### config.mk
export PLATFORM = sky130hd
export DESIGN_NAME = mon_i2c_target
export DESIGN_NICKNAME = d
export VERILOG_FILES = /design/src/rtl/mon_i2c_pkg.sv /design/src/rtl/mon_i2c_sync.sv /design/src/rtl/mon_i2c_cond.sv /design/src/rtl/mon_i2c_packer.sv /design/src/rtl/mon_i2c_ctrl.sv /design/src/rtl/mon_i2c_target.sv
export SDC_FILE = /design/constraint.sdc
export NUM_CORES = 1
export LEC_CHECK = 0
export BUFFER_PORTS_ARGS = -buffer_cell sky130_fd_sc_hd__clkbuf_2
export CAP_MARGIN = 0
export CORE_ASPECT_RATIO = 0.6
export CORE_MARGIN = 4
export CORE_UTILIZATION = 25
export CTS_BUF_LIST = sky130_fd_sc_hd__clkbuf_8
export DETAILED_ROUTE_END_ITERATION = 8
export SETUP_SLACK_MARGIN = 0.3
export SLEW_MARGIN = 30
export SYNTH_ARGS = -nofsm -noshare
export SYNTH_HDL_FRONTEND = slang
export SYNTH_SLANG_ARGS = --single-unit
### constraint.sdc
create_clock -name clk -period 2.05 [get_ports clk]
set_input_delay 0.3075 -clock clk [delete_from_list [all_inputs] [get_ports clk]]
set_output_delay 0.3075 -clock clk [all_outputs]
set_load 0.01 [all_outputs]
### src/rtl/mon_i2c_pkg.sv
package mon_i2c_pkg;
  typedef enum logic [2:0] {
    CT_IDLE,
    CT_SHIFT,
    CT_ACK_WAIT,
    CT_ACK,
    CT_TX,
    CT_MACK,
    CT_TX_LOAD
  } ctl_state_t;

  localparam logic [1:0] FMT_VOLT = 2'b00;
  localparam logic [1:0] FMT_CURR = 2'b01;
  localparam logic [1:0] FMT_BOTH = 2'b10;
endpackage

### src/rtl/mon_i2c_sync.sv
module mon_i2c_sync #(
  parameter int STAGES = 2,
  parameter logic RST_VAL = 1'b1
) (
  input  logic clk,
  input  logic rst_n,
  input  logic d,
  output logic q
);
  logic [STAGES-1:0] chain;

  genvar g;
  generate
    for (g = 0; g < STAGES; g++) begin : g_stage
      always_ff @(posedge clk or negedge rst_n) begin
        if (!rst_n) chain[g] <= RST_VAL;
        else if (g == 0) chain[g] <= d;
        else chain[g] <= chain[(g == 0) ? 0 : g-1];
      end
    end
  endgenerate

  assign q = chain[STAGES-1];
endmodule

### src/rtl/mon_i2c_cond.sv
module mon_i2c_cond (
  input  logic clk,
  input  logic rst_n,
  input  logic scl_s,
  input  logic sda_s,
  output logic start_det,
  output logic stop_det,
  output logic scl_rise,
  output logic scl_fall
);
  logic scl_q, sda_q;

  always_ff @(posedge clk or negedge rst_n) begin
    if (!rst_n) begin
      scl_q <= 1'b1;
      sda_q <= 1'b1;
    end else begin
      scl_q <= scl_s;
      sda_q <= sda_s;
    end
  end

  assign start_det = scl_s & scl_q & sda_q & ~sda_s;
  assign stop_det  = scl_s & scl_q & ~sda_q & sda_s;
  assign scl_rise  = scl_s & ~scl_q;
  assign scl_fall  = ~scl_s & scl_q;
endmodule

### src/rtl/mon_i2c_packer.sv
module mon_i2c_packer #(
  parameter int RES_W = 12,
  parameter int IDX_W = 2
) (
  input  logic [1:0]       fmt,
  input  logic [IDX_W-1:0] idx,
  input  logic [RES_W-1:0] volt,
  input  logic [RES_W-1:0] curr,
  output logic [7:0]       tx_byte
);
  import mon_i2c_pkg::*;
  localparam int LO_W = RES_W - 8;

  logic [7:0] v_hi, c_hi, v_lo, c_lo, pack_lo;

  assign v_hi    = volt[RES_W-1 -: 8];
  assign c_hi    = curr[RES_W-1 -: 8];
  assign v_lo    = {volt[LO_W-1:0], {(8-LO_W){1'b0}}};
  assign c_lo    = {curr[LO_W-1:0], {(8-LO_W){1'b0}}};
  assign pack_lo = {volt[LO_W-1:0], curr[LO_W-1:0]};

  always_comb begin
    tx_byte = 8'h00;
    unique case (fmt)
      FMT_VOLT: begin
        if (idx == 0) tx_byte = v_hi;
        else if (idx == 1) tx_byte = v_lo;
      end
      FMT_CURR: begin
        if (idx == 0) tx_byte = c_hi;
        else if (idx == 1) tx_byte = c_lo;
      end
      default: begin
        if (idx == 0) tx_byte = v_hi;
        else if (idx == 1) tx_byte = c_hi;
        else if (idx == 2) tx_byte = pack_lo;
      end
    endcase
  end
endmodule

### src/rtl/mon_i2c_ctrl.sv
module mon_i2c_ctrl #(
  parameter int IDX_W = 2
) (
  input  logic             clk,
  input  logic             rst_n,
  input  logic             start_det,
  input  logic             stop_det,
  input  logic             scl_rise,
  input  logic             scl_fall,
  input  logic             sda_s,
  input  logic [6:0]       own_addr,
  input  logic [7:0]       tx_byte,
  output logic             sda_oe,
  output logic [1:0]       fmt,
  output logic             cmd_conv,
  output logic             snap,
  output logic [IDX_W-1:0] byte_idx,
  output logic             ctl_idle
);
  import mon_i2c_pkg::*;
  localparam logic [IDX_W-1:0] IDX_MAX = {IDX_W{1'b1}};

  ctl_state_t  state;
  logic [6:0]  rx_sr;
  logic [7:0]  tx_sr;
  logic [2:0]  bit_cnt;
  logic        addr_phase, matched, is_read, cmd_pending;
  logic [7:0]  rx_byte;

  assign rx_byte  = {rx_sr, sda_s};
  assign ctl_idle = (state == CT_IDLE);

  always_ff @(posedge clk or negedge rst_n) begin
    if (!rst_n) begin
      state       <= CT_IDLE;
      rx_sr       <= '0;
      tx_sr       <= '0;
      bit_cnt     <= '0;
      addr_phase  <= 1'b0;
      matched     <= 1'b0;
      is_read     <= 1'b0;
      cmd_pending <= 1'b0;
      sda_oe      <= 1'b0;
      fmt         <= FMT_BOTH;
      cmd_conv    <= 1'b0;
      snap        <= 1'b0;
      byte_idx    <= '0;
    end else begin
      cmd_conv <= 1'b0;
      snap     <= 1'b0;
      if (start_det) begin
        state      <= CT_SHIFT;
        bit_cnt    <= '0;
        addr_phase <= 1'b1;
        sda_oe     <= 1'b0;
      end else if (stop_det) begin
        state  <= CT_IDLE;
        sda_oe <= 1'b0;
      end else begin
        unique case (state)
          CT_IDLE: ;
          CT_SHIFT: if (scl_rise) begin
            rx_sr <= rx_byte[6:0];
            if (bit_cnt == 3'd7) begin
              bit_cnt    <= '0;
              state      <= CT_ACK_WAIT;
              addr_phase <= 1'b0;
              if (addr_phase) begin
                matched     <= (rx_byte[7:1] == own_addr);
                is_read     <= rx_byte[0];
                cmd_pending <= ~rx_byte[0];
                byte_idx    <= '0;
                if ((rx_byte[7:1] == own_addr) && rx_byte[0]) snap <= 1'b1;
              end else if (cmd_pending) begin
                fmt         <= rx_byte[1:0];
                cmd_conv    <= rx_byte[7];
                cmd_pending <= 1'b0;
              end
            end else begin
              bit_cnt <= bit_cnt + 3'd1;
            end
          end
          CT_ACK_WAIT: if (scl_fall) begin
            if (matched) begin
              sda_oe <= 1'b1;
              state  <= CT_ACK;
            end else begin
              state <= CT_IDLE;
            end
          end
          CT_ACK, CT_TX_LOAD: if (scl_fall) begin
            bit_cnt <= '0;
            if (is_read) begin
              tx_sr  <= tx_byte;
              sda_oe <= ~tx_byte[7];
              state  <= CT_TX;
            end else begin
              sda_oe <= 1'b0;
              state  <= CT_SHIFT;
            end
          end
          CT_TX: if (scl_fall) begin
            if (bit_cnt == 3'd7) begin
              sda_oe <= 1'b0;
              state  <= CT_MACK;
            end else begin
              bit_cnt <= bit_cnt + 3'd1;
              tx_sr   <= {tx_sr[6:0], 1'b0};
              sda_oe  <= ~tx_sr[6];
            end
          end
          CT_MACK: if (scl_rise) begin
            if (!sda_s) begin
              if (byte_idx != IDX_MAX) byte_idx <= byte_idx + 1'b1;
              state <= CT_TX_LOAD;
            end else begin
              state <= CT_IDLE;
            end
          end
          default: state <= CT_IDLE;
        endcase
      end
    end
  end
endmodule

### src/rtl/mon_i2c_target.sv
module mon_i2c_target #(
  parameter int         RES_W       = 12,
  parameter int         SYNC_STAGES = 2,
  parameter logic [2:0] ADDR_PREFIX = 3'b011
) (
  input  logic             clk,
  input  logic             rst_n,
  input  logic             scl_i,
  input  logic             sda_i,
  output logic             sda_oe,
  input  logic [1:0]       strap_a1,
  input  logic [1:0]       strap_a0,
  input  logic             conv_pin,
  input  logic             res_load,
  input  logic [RES_W-1:0] volt_in,
  input  logic [RES_W-1:0] curr_in,
  output logic             conv_start
);
  localparam int N_SYNC = 3;
  localparam logic [N_SYNC-1:0] SYNC_RST = 3'b011;
  localparam int IDX_W = 2;

  logic [N_SYNC-1:0] raw_in, synced;
  logic scl_s, sda_s, pin_s, pin_q;
  logic start_det, stop_det, scl_rise, scl_fall;
  logic [RES_W-1:0] volt_r, curr_r, volt_snap, curr_snap;
  logic [1:0] fmt;
  logic cmd_conv, snap, ctl_idle;
  logic [IDX_W-1:0] byte_idx;
  logic [7:0] tx_byte;
  logic [6:0] own_addr;

  assign raw_in = {conv_pin, sda_i, scl_i};

  genvar gi;
  generate
    for (gi = 0; gi < N_SYNC; gi++) begin : g_sync
      mon_i2c_sync #(.STAGES(SYNC_STAGES), .RST_VAL(SYNC_RST[gi])) u_sync (
        .clk(clk), .rst_n(rst_n), .d(raw_in[gi]), .q(synced[gi]));
    end
  endgenerate

  assign scl_s    = synced[0];
  assign sda_s    = synced[1];
  assign pin_s    = synced[2];
  assign own_addr = {ADDR_PREFIX, strap_a1, strap_a0};

  mon_i2c_cond u_cond (
    .clk(clk), .rst_n(rst_n), .scl_s(scl_s), .sda_s(sda_s),
    .start_det(start_det), .stop_det(stop_det),
    .scl_rise(scl_rise), .scl_fall(scl_fall));

  mon_i2c_ctrl #(.IDX_W(IDX_W)) u_ctrl (
    .clk(clk), .rst_n(rst_n), .start_det(start_det), .stop_det(stop_det),
    .scl_rise(scl_rise), .scl_fall(scl_fall), .sda_s(sda_s),
    .own_addr(own_addr), .tx_byte(tx_byte), .sda_oe(sda_oe), .fmt(fmt),
    .cmd_conv(cmd_conv), .snap(snap), .byte_idx(byte_idx), .ctl_idle(ctl_idle));

  mon_i2c_packer #(.RES_W(RES_W), .IDX_W(IDX_W)) u_pack (
    .fmt(fmt), .idx(byte_idx), .volt(volt_snap), .curr(curr_snap),
    .tx_byte(tx_byte));

  always_ff @(posedge clk or negedge rst_n) begin
    if (!rst_n) begin
      volt_r     <= '0;
      curr_r     <= '0;
      volt_snap  <= '0;
      curr_snap  <= '0;
      pin_q      <= 1'b0;
      conv_start <= 1'b0;
    end else begin
      if (res_load) begin
        volt_r <= volt_in;
        curr_r <= curr_in;
      end
      if (snap) begin
        volt_snap <= volt_r;
        curr_snap <= curr_r;
      end
      pin_q      <= pin_s;
      conv_start <= cmd_conv | (pin_s & ~pin_q);
    end
  end
endmodule

==> results of run 1 <==
==> final timing paths <==
kind	from	end	slack, ns	cells past startpoint
setup reg to reg	u_ctrl.byte_idx[1]	u_ctrl.tx_sr[1]	0.32	6
max in group asynchronous	rst_n	g_sync[0].u_sync.q	1.07	3
setup / recovery	u_ctrl.byte_idx[1]	u_ctrl.tx_sr[1]	0.32	6
hold reg to reg	g_sync[1].u_sync.chain[0]	g_sync[1].u_sync.q	0.36	0
hold / removal	scl_i	g_sync[0].u_sync.chain[0]	0.03	1
min in group asynchronous	rst_n	volt_r[7]	0.39	2
==> Yosys cell counts (6+ instances only) <==
cell | instances | area (sq um)
dfrtp_1 | 82 | 2050
buf_2 | 14 | 70.1
nand2_1 | 41 | 154
nor2_1 | 7 | 26.3
mux2_2 | 53 | 597
mux2i_1 | 6 | 60.1
ha_1 | 6 | 75.1
inv_1 | 15 | 56.3
nand2b_1 | 7 | 43.8
o21ai_0 | 14 | 70.1
a21oi_1 | 7 | 35.0
dfstp_2 | 7 | 184
==> flip-flops by register name (all words and copies together) (netlist names), 2 cells and up <==
register and cells:
curr_r 12, curr_snap 12, volt_r 12, volt_snap 12, u_ctrl.rx_sr 7, u_ctrl.tx_sr 7
g_sync.u_sync.chain 3, g_sync.u_sync.q 3, u_ctrl.bit_cnt 3, u_ctrl.state 3, u_ctrl.byte_idx 2, u_ctrl.fmt 2
==> per-layer routing <==
| layer | GRT usage | up-vias | routed length [um] |
|---|---|---|---|
| met5 | 0 | - | 0 |
| met4 | 0.0322 | 0 | 70 |
| met3 | 0.0294 | 5 | 592 |
| met2 | 0.133 | 71 | 3960 |
| met1 | 0.163 | 1512 | 5250 |
| li1 | - | 1438 | - |
==> stage by stage <==
step / power, mW / setup slack, ns / instances / utilization / cell area [sq um]
finish: 3.83 / 0.325 / 661 / 0.305 / 5240
detailed placement: 2.59 / 0.160 / 631 / 0.281 / 4820
CTS: 3.85 / 0.223 / 650 / 0.295 / 5070
global placement: 2.56 / 0.214 / 631 / 0.281 / 4820
global route: 4.06 / 0.243 / 661 / 0.305 / 5240
floorplan: 2.40 / 0.373 / 372 / - / 4390
==> power by group <==
| part | leakage [nW] | internal [mW] | switching [mW] |
|---|---|---|---|
| combinational | 1.12 | 0.260 | 0.249 |
| clock | 0.103 | 0.599 | 0.646 |
| sequential | 1.13 | 1.92 | 0.152 |
==> cell type report <==
class,count,area share
clock inverter,6,0.0124
sequential,89,0.428
tap,234,0.0559
clock buffer,10,0.0263
multi-input combinational,244,0.387
timing repair buffer,63,0.0800
inverter,15,0.0107
==> kinds of logic after synthesis <==
family / synth area share
DFF: 0.509
and+or+nand+nor: 0.127
muxes: 0.160
AOI/OAI and AO/OA: 0.127
xor gates and xnor gates: 0.0120
buffers and inverters: 0.0476
adders and majority gates: 0.0171
==> worst reg2reg max path, cell delays in order, from the launching register on <==
cell	delay, ns
dfrtp_1	0.42
inv_2	0.12
ha_4	0.20
buf_6	0.13
and2b_2	0.26
a221oi_1	0.31
o22ai_1	0.15
==> timing repair <==
item	in CTS	in global routing
hold buffers	1	2
buffers inserted	2	9
hold endpoints to repair	23	2
pin swaps	1	3
setup endpoints to repair	12	16
resized for setup	9	22
==> impl_metrics.yaml, run 1 <==
sta:
  grt_setup_unrepaired: "true"
  fin_skew_ns: 0.0166
  fin_hold_ws_ns: 0.0310
  period_minus_slack_ns: 1.73
  setup_viol: 0
  slew_violations: 0
  final.period_utilization: 0.842
  worst_slew_pin_slew_ns: 0.643
  finalHoldViolations: 0
  tns_ns: 0
  relSlewSlack: 0.571
  fmax_ghz: 0.580
floorplan:
  core_sq_mm: 0.0172
  dieArea_sq_mm: 0.0198
  die_height_um: 111
  die_x_um: 179
  row_count: 37
  io_pins: 36
  start_util: 0.256
clock_network:
  clkSlewWorstSetupHoldPaths_ns: 0.09
  cts_inserted_buffers: 9
  clock_sinks: 89
  root_buffer: "clkbuf_8"
  cts_tree: "yes"
  cts_buffer_depth: 2
  cts_max_level: 3
  insertion_delay_ns: 0.37
global_route:
  overflow: 0
  antenna_found_initial: 0
  grt_pass1_vias: 3072
  grt_pass1_wl_um: 16200
  grt_start_max_net_pins: 37
  grt_use_total: 0.103
synthesis:
  synth_seq_cells: 89
  yosysUniqueCellTypes: 68
  avgSynthCellArea_sq_um: 11.8
  seq_area_frac_synth: 0.509
  async_reset_ff_frac: 1.00
  synth_area_sq_mm: 0.00439
  yosysWarnings: 0
  synth-main-ff-cell: "dfrtp_1"
  synth-edff-count: 0
  syn-num-nets: 412
  synthCells: 372
critical_path:
  cpMaxStageDelayCell: "dfrtp_1"
  max_stage_delay_ns: 0.42
  crit_arrival_ns: 1.95
  path_class: "flop to flop"
  required_ns: 2.28
  worstPathMaxFanout: 8
  end_kind: "flop"
  cp_cell_sequence: "inv_2 -> ha_4 -> buf_6 -> and2b_2 -> a221oi_1 -> o22ai_1"
  crit_family: "compound AO/OA/AOI/OAI gates"
  crit_buf_inv: 2
  critPathLaunchType: "flop"
placement:
  portBuffers: 35
  gp_congestion: 0.885
  hpwl_um: 7230
final_layout:
  fillers: 1733
  antenna_cells: 0
  final_cell_mix: "77 x dfrtp_1, 53 x mux2_2, 41 x nand2_1"
  layout.area.seq_sq_mm: 0.00224
  syn_to_final_growth_pct: 19.4
  multi_input_area_sq_mm: 0.00203
  drive_gt1_frac: 0.405
  final_common_cell: "dfrtp_1"
  layout.nets: 462
pwr:
  leakagePower_nw: 2.35
  vdd_drop_max_mv: 0.443
  p_per_area_mw_per_mm2: 731
detailed_routing:
  num_vias: 3026
  wl_per_cell_um: 14.9
  first_iter_violations: 166
  drc: 0
  drt_wl_total_um: 9880
  drt-vias-per-instance: 4.58
  antenna_left: 0
  drt_first_pass_iters: 4
status:
  status: "complete, no violations"
run:
  cap_violations: 0
min_path:
  worstHoldPathType: "input port to flop"
Power figures use the tool's default switching activity.
==> run 2, diff against run 1 <==
--- a/config.mk
+++ b/config.mk
@@ -5,6 +5,7 @@
 export SDC_FILE = /design/constraint.sdc
 export NUM_CORES = 1
 export LEC_CHECK = 0
+export ABC_AREA = 1
 export BUFFER_PORTS_ARGS = -buffer_cell sky130_fd_sc_hd__clkbuf_2
 export CAP_MARGIN = 0
 export CORE_ASPECT_RATIO = 0.6
==> constraint.sdc (replaced) <==
create_clock -name clk -period 1.4 [get_ports clk]
set_input_delay 0.21 -clock clk [delete_from_list [all_inputs] [get_ports clk]]
set_output_delay 0.21 -clock clk [all_outputs]
set_load 0.01 [all_outputs]
==> run 2 against run 1 <==
The flow now finishes with violations (negative setup slack). Critical path type unchanged. Wire length is 7.5% higher. First-iteration DRC count rose by 28%. Largest cell class unchanged. Sequential share of layout area fell by 4.3 points. Final cell count is 26% higher. Hold slack improved by 0.0075 ns. Sequential power is 36% higher. Via count is 18% higher. Combinational power up 37%. Global-route usage is 1.1 points higher.
==> impl_metrics.yaml, run 2 <==
status:
  status: "finished, violations left"
  violations: "negative setup slack"
synthesis:
  synth-main-ff-cell: "dfrtp_1"
  synth_area_sq_mm: 0.00418
  seq_area_frac_synth: 0.535
  yosysWarnings: 0
  synth_top_area_frac: 0.491
  synth_top_family_by_area: "simple AND/OR/NAND/NOR gates"
  yosysTopAreaCell: "dfrtp_1"
  synth-xor-area-share: 0.00838
  synth_adder_area_share: 0.0180
  synth_simple_gate_area_share: 0.233
  syn-num-nets: 542
  synth_compound_area_frac: 0.0976
  async_reset_ff_frac: 1.00
  synth_most_common_cell: "nand2_1"
  synth_area_leaders: "dfrtp_1 49%, nand2_1 13%, o21ai_0 6.0%"
  synthCells: 502
  synth-edff-count: 0
  synthMuxAreaShare: 0.0404
  yosysUniqueCellTypes: 27
  avgSynthCellArea_sq_um: 8.33
  synth_seq_cells: 89
  synth.top_cells.by_count: "145 x nand2_1, 82 x dfrtp_1, 57 x inv_1"
final_layout:
  fillers: 1706
  antenna_cells: 0
  final_common_cell: "nand2_1"
  layout.nets: 642
  utilization: 0.357
  instances_no_fill: 835
  final_cell_mix: "118 x nand2_1, 80 x dfrtp_1, 43 x buf_4"
  drive_gt1_frac: 0.374
  multi_input_area_sq_mm: 0.00202
  layout.area.seq_sq_mm: 0.00224
  syn_to_final_growth_pct: 39.2
critical_path:
  required_ns: 1.67
  cp_cell_sequence: "buf_6 -> nand2_4 -> nor2_4 -> buf_12 -> nand2_8 -> mux2_4"
  path_class: "flop to flop"
  reg2reg_slack_ns: -0.07
  max_stage_delay_ns: 0.47
  worstPathMaxFanout: 5
  worstRegToRegCells: 6
  cpMaxStageDelayCell: "dfrtp_2"
  r2r_start: "u_ctrl.state[0]"
  end_kind: "flop"
  crit_arrival_ns: 1.74
  critPathLaunchType: "flop"
  worstReg2RegEnd: "u_ctrl.rx_sr[4]"
placement:
  pre_cts_ws_ns: -0.112
  placedCellCount: 789
  portBuffers: 35
  hpwl_um: 7390
  gp_congestion: 0.970
sta:
  tns_ns: -0.965
  grt_setup_unrepaired: "true"
  relSlewSlack: 0.765
  fin_skew_ns: 0.0152
  period_minus_slack_ns: 1.47
  fmax_ghz: 0.681
  slew_violations: 0
  finalHoldViolations: 0
  layout_setup_ws_ns: -0.0695
  worst_slew_pin_slew_ns: 0.353
  setup_viol: 25
  final.period_utilization: 1.05
  fin_hold_ws_ns: 0.0386
pwr:
  leakagePower_nw: 2.81
  combPwrFrac: 0.128
  vdd_drop_max_mv: 0.639
  clockPowerShare: 0.353
  power_switching_mw: 1.50
  internal-power_mw: 3.96
  pwr-share-seq: 0.519
  p_per_area_mw_per_mm2: 938
  switching_share: 0.275
detailed_routing:
  antenna_left: 0
  drt_wl_total_um: 10600
  drc: 0
  drt_first_pass_iters: 5
  num_vias: 3582
  first_iter_violations: 213
  drt-vias-per-instance: 4.29
  wl_per_cell_um: 12.7
clock_network:
  cts_buffer_depth: 2
  clkSlewWorstSetupHoldPaths_ns: 0.10
  root_buffer: "clkbuf_8"
  cts_inserted_buffers: 9
  insertion_delay_ns: 0.37
  clock_sinks: 89
  cts_tree: "yes"
  cts_max_level: 3
floorplan:
  die_x_um: 175
  dieArea_sq_mm: 0.0189
  row_count: 36
  io_pins: 36
  die_height_um: 108
  core_sq_mm: 0.0163
  start_util: 0.256
global_route:
  grt_use_total: 0.115
  grt_start_max_net_pins: 49
  antenna_found_initial: 0
  overflow: 0
  grt_pass1_vias: 3372
  grt_pass1_wl_um: 17300
min_path:
  min_from: "curr_in[10]"
  whs_path_depth: 3
  whs_endpoint: "curr_r[10]"
  worstHoldPathType: "input port to flop"
run:
  cap_violations: 0
-- run 2: changes by cell type in the layout (fill, tap and decap cells not counted), moves of 23 or more --
| cell | before | now |
|---|---|---|
| inv_1 | 13 | 40 |
| mux2_2 | 53 | 12 |
| nand2_1 | 41 | 118 |
| nand2_2 | 0 | 23 |
| nor2_1 | 6 | 32 |
| o21ai_0 | 12 | 37 |
-- run 2: routing by layer --
| layer | GRT usage | vias up | routed length [um] |
|---|---|---|---|
| met5 | 0 | - | 0 |
| met3 | 0.0349 | 11 | 701 |
| li1 | - | 1811 | - |
| met1 | 0.186 | 1667 | 5860 |
| met2 | 0.143 | 93 | 3970 |
| met4 | 0.0252 | 0 | 85 |
-- run 2: cell type report --
class                      count  share of cell area
clock buffer                   9              0.0213
inverter                      58              0.0387
sequential                    89               0.385
clock inverter                 7              0.0163
timing repair buffer         103               0.143
multi-input combinational    341               0.347
tap                          228              0.0490
-- run 2: per-stage QoR --
| stage | cell area (sq um) | power (mW) |
|---|---|---|
| after floorplan | 4330 | 3.19 |
| after global placement | 5030 | 3.42 |
| after detailed placement | 5030 | 3.42 |
| after CTS | 5610 | 5.45 |
| after global routing | 5820 | 5.76 |
| final | 5820 | 5.46 |
-- run 2: worst max path at each step --
stage	from	to	slack, ns
3_5_place_dp	u_ctrl.byte_idx[1]	u_ctrl.sda_oe	-0.11
5_1_grt	u_ctrl.byte_idx[1]	u_ctrl.sda_oe	-0.19
2_1_floorplan	u_ctrl.byte_idx[1]	u_ctrl.sda_oe	0.08
6_report	u_ctrl.state[0]	u_ctrl.rx_sr[4]	-0.07
3_3_place_gp	u_ctrl.byte_idx[1]	u_ctrl.sda_oe	-0.09
4_1_cts	u_ctrl.bit_cnt[0]	u_ctrl.state[2]	-0.03
-- run 2: power by group through the flow --
stage	Sequential (mW)	Clock [mW]	Combinational, mW
final	2.83	1.93	0.698
after global placement	2.87	0	0.548
after CTS	2.83	1.99	0.637
after floorplan	2.86	0	0.325
after detailed placement	2.88	0	0.548
after global routing	2.85	2.11	0.800
-- run 2: kinds of logic after synthesis --
family,after synthesis
AO/OA/AOI/OAI,79
XOR/XNOR,4
adder cells (fa/ha/maj),6
buffers and inverters,73
flip-flops,89
multiplexers,15
AND/OR/NAND/NOR,236
-- run 2: timing repair --
item	in CTS	in global routing
hold buffers	4	0
gates resized for setup	47	53
setup endpoints to repair	33	33
buffers inserted	16	8
endpoints found under the hold margin	85	0
pin swaps	27	23
cloned	2	0
-- run 2: worst max-delay path: cells and delay by family, from the launching register on --
family	cells	cell delay, ns
DFF	1	0.47
muxes	1	0.29
and+or+nand+nor	3	0.33
buffers and inverters	2	0.28
==> run 3, diff against run 2 <==
--- a/config.mk
+++ b/config.mk
@@ -13,6 +13,7 @@
 export CORE_UTILIZATION = 25
 export CTS_BUF_LIST = sky130_fd_sc_hd__clkbuf_8
 export DETAILED_ROUTE_END_ITERATION = 8
+export RECOVER_POWER = 50
 export SETUP_SLACK_MARGIN = 0.3
 export SLEW_MARGIN = 30
 export SYNTH_ARGS = -nofsm -noshare
==> run 3 against run 2 <==
The flow still finishes with violations (negative setup slack). Clock power hardly changed. Clock skew stayed put. Cell area is 0.49% lower. Register-to-register slack barely moved. Via count is essentially flat. Global-route usage did not move. Hold slack barely moved. Sequential share of layout area rose by 0.19 points. First-iteration DRC count is 0.47% higher. Die area stayed put. Critical endpoint unchanged. Critical path depth is the same.
==> impl_metrics.yaml, run 3 (same netlist as run 2, synthesis figures left out) <==
detailed_routing:
  wl_per_cell_um: 12.7
  drc: 0
  drt_wl_total_um: 10600
  num_vias: 3585
  drt_first_pass_iters: 5
  drt-vias-per-instance: 4.29
  antenna_left: 0
  first_iter_violations: 214
final_layout:
  antenna_cells: 0
  final_cell_mix: "118 x nand2_1, 80 x dfrtp_1, 42 x buf_4"
  syn_to_final_growth_pct: 38.5
  instances_no_fill: 835
  drive_gt1_frac: 0.372
  layout.nets: 642
  final_common_cell: "nand2_1"
  fillers: 1708
  multi_input_area_sq_mm: 0.00202
  layout.area.seq_sq_mm: 0.00224
critical_path:
  worstPathMaxFanout: 5
  critPathLaunchType: "flop"
  path_class: "flop to flop"
  worstRegToRegCells: 6
  crit_buf_inv: 2
  worstReg2RegEnd: "u_ctrl.rx_sr[4]"
  cpMaxStageDelayCell: "dfrtp_2"
  r2r_start: "u_ctrl.state[0]"
  crit_arrival_ns: 1.74
  crit_family: "flip-flops"
  reg2reg_slack_ns: -0.07
  required_ns: 1.67
  end_kind: "flop"
  cp_cell_sequence: "buf_6 -> nand2_4 -> nor2_4 -> buf_12 -> nand2_8 -> mux2_4"
  max_stage_delay_ns: 0.47
clock_network:
  clock_sinks: 89
  cts_tree: "yes"
  root_buffer: "clkbuf_8"
  clkSlewWorstSetupHoldPaths_ns: 0.10
  insertion_delay_ns: 0.37
  cts_buffer_depth: 2
  cts_inserted_buffers: 9
  cts_max_level: 3
min_path:
  whs_path_depth: 3
  worstHoldPathType: "input port to flop"
  min_from: "curr_in[10]"
  whs_endpoint: "curr_r[10]"
floorplan:
  die_x_um: 175
  start_util: 0.256
  row_count: 36
  core_sq_mm: 0.0163
  dieArea_sq_mm: 0.0189
  io_pins: 36
  die_height_um: 108
pwr:
  clockPowerShare: 0.354
  total_power_mw: 5.45
  internal-power_mw: 3.95
  combPwrFrac: 0.126
  switching_share: 0.275
  p_per_area_mw_per_mm2: 940
  vdd_drop_max_mv: 0.639
  power_switching_mw: 1.50
  pwr-share-seq: 0.520
  leakagePower_nw: 2.80
run:
  cap_violations: 0
placement:
  portBuffers: 35
  hpwl_um: 7390
  pre_cts_ws_ns: -0.112
  gp_congestion: 0.970
  placedCellCount: 789
global_route:
  grt_start_max_net_pins: 49
  grt_pass1_wl_um: 17300
  antenna_found_initial: 0
  grt_pass1_vias: 3372
  overflow: 0
  grt_use_total: 0.115
sta:
  final.period_utilization: 1.05
  finalHoldViolations: 0
  fmax_ghz: 0.681
  tns_ns: -0.966
  fin_skew_ns: 0.0152
  worst_slew_pin_slew_ns: 0.673
  relSlewSlack: 0.552
  grt_setup_unrepaired: "true"
  slew_violations: 0
  layout_setup_ws_ns: -0.0695
  period_minus_slack_ns: 1.47
  setup_viol: 25
status:
  status: "finished, violations left"
  violations: "negative setup slack"
-- run 3: changes by cell type in the layout (fill, tap and decap cells not counted), sizes merged --
cell / change
clkbuf: +3
buf: -3
-- run 3: timing repair --
item                                   in CTS  in global routing
gates cloned                                2                  0
resized for setup                          47                 53
pin swaps                                  27                 23
endpoints found under the hold margin      85                  0
setup buffers                              16                  8
hold buffers                                4                  0
setup endpoints to repair                  33                 33
-- run 3: power by group through the flow --
stage | Sequential [mW] | Combinational, mW | Clock (mW)
6_report | 2.83 | 0.686 | 1.93
5_1_grt | 2.85 | 0.788 | 2.11
4_1_cts | 2.83 | 0.637 | 1.99
3_5_place_dp | 2.88 | 0.548 | 0
3_3_place_gp | 2.87 | 0.548 | 0
2_1_floorplan | 2.86 | 0.325 | 0
-- run 3: layer usage --
metal	share of wire	GRT usage
met3	0.066	0.0349
met5	0	0
met4	0.0080	0.0252
met2	0.37	0.143
met1	0.55	0.186
-- run 3: worst max path at each step --
stage / startpoint / endpoint / cells past startpoint
2_1_floorplan: u_ctrl.byte_idx[1] / u_ctrl.sda_oe / 10
3_3_place_gp: u_ctrl.byte_idx[1] / u_ctrl.sda_oe / 9
3_5_place_dp: u_ctrl.byte_idx[1] / u_ctrl.sda_oe / 9
4_1_cts: u_ctrl.bit_cnt[0] / u_ctrl.state[2] / 8
5_1_grt: u_ctrl.byte_idx[1] / u_ctrl.sda_oe / 10
6_report: u_ctrl.state[0] / u_ctrl.rx_sr[4] / 6
-- run 3: area by class of cell --
cell class                 count  share of cell area
multi-input combinational    341               0.349
inverter                      58              0.0389
clock buffer                   9              0.0214
sequential                    89               0.387
clock inverter                 7              0.0164
tap                          228              0.0493
timing repair buffer         103               0.139
-- run 3: worst register-to-register path, stage by stage (launching register included) --
cell     delay [ns]
dfrtp_2        0.47
buf_6          0.13
nand2_4        0.06
nor2_4         0.23
buf_12         0.15
nand2_8        0.05
mux2_4         0.29
-- run 3: metrics by stage --
| step | hold WS, ns | util | area (sq um) |
|---|---|---|---|
| global route | 0.0178 | 0.355 | 5790 |
| CTS | 0.0142 | 0.344 | 5610 |
| detailed placement | 0.213 | 0.308 | 5030 |
| global placement | 0.214 | 0.308 | 5030 |
| floorplan | -0.0856 | - | 4330 |
| finish | 0.0386 | 0.355 | 5790 |
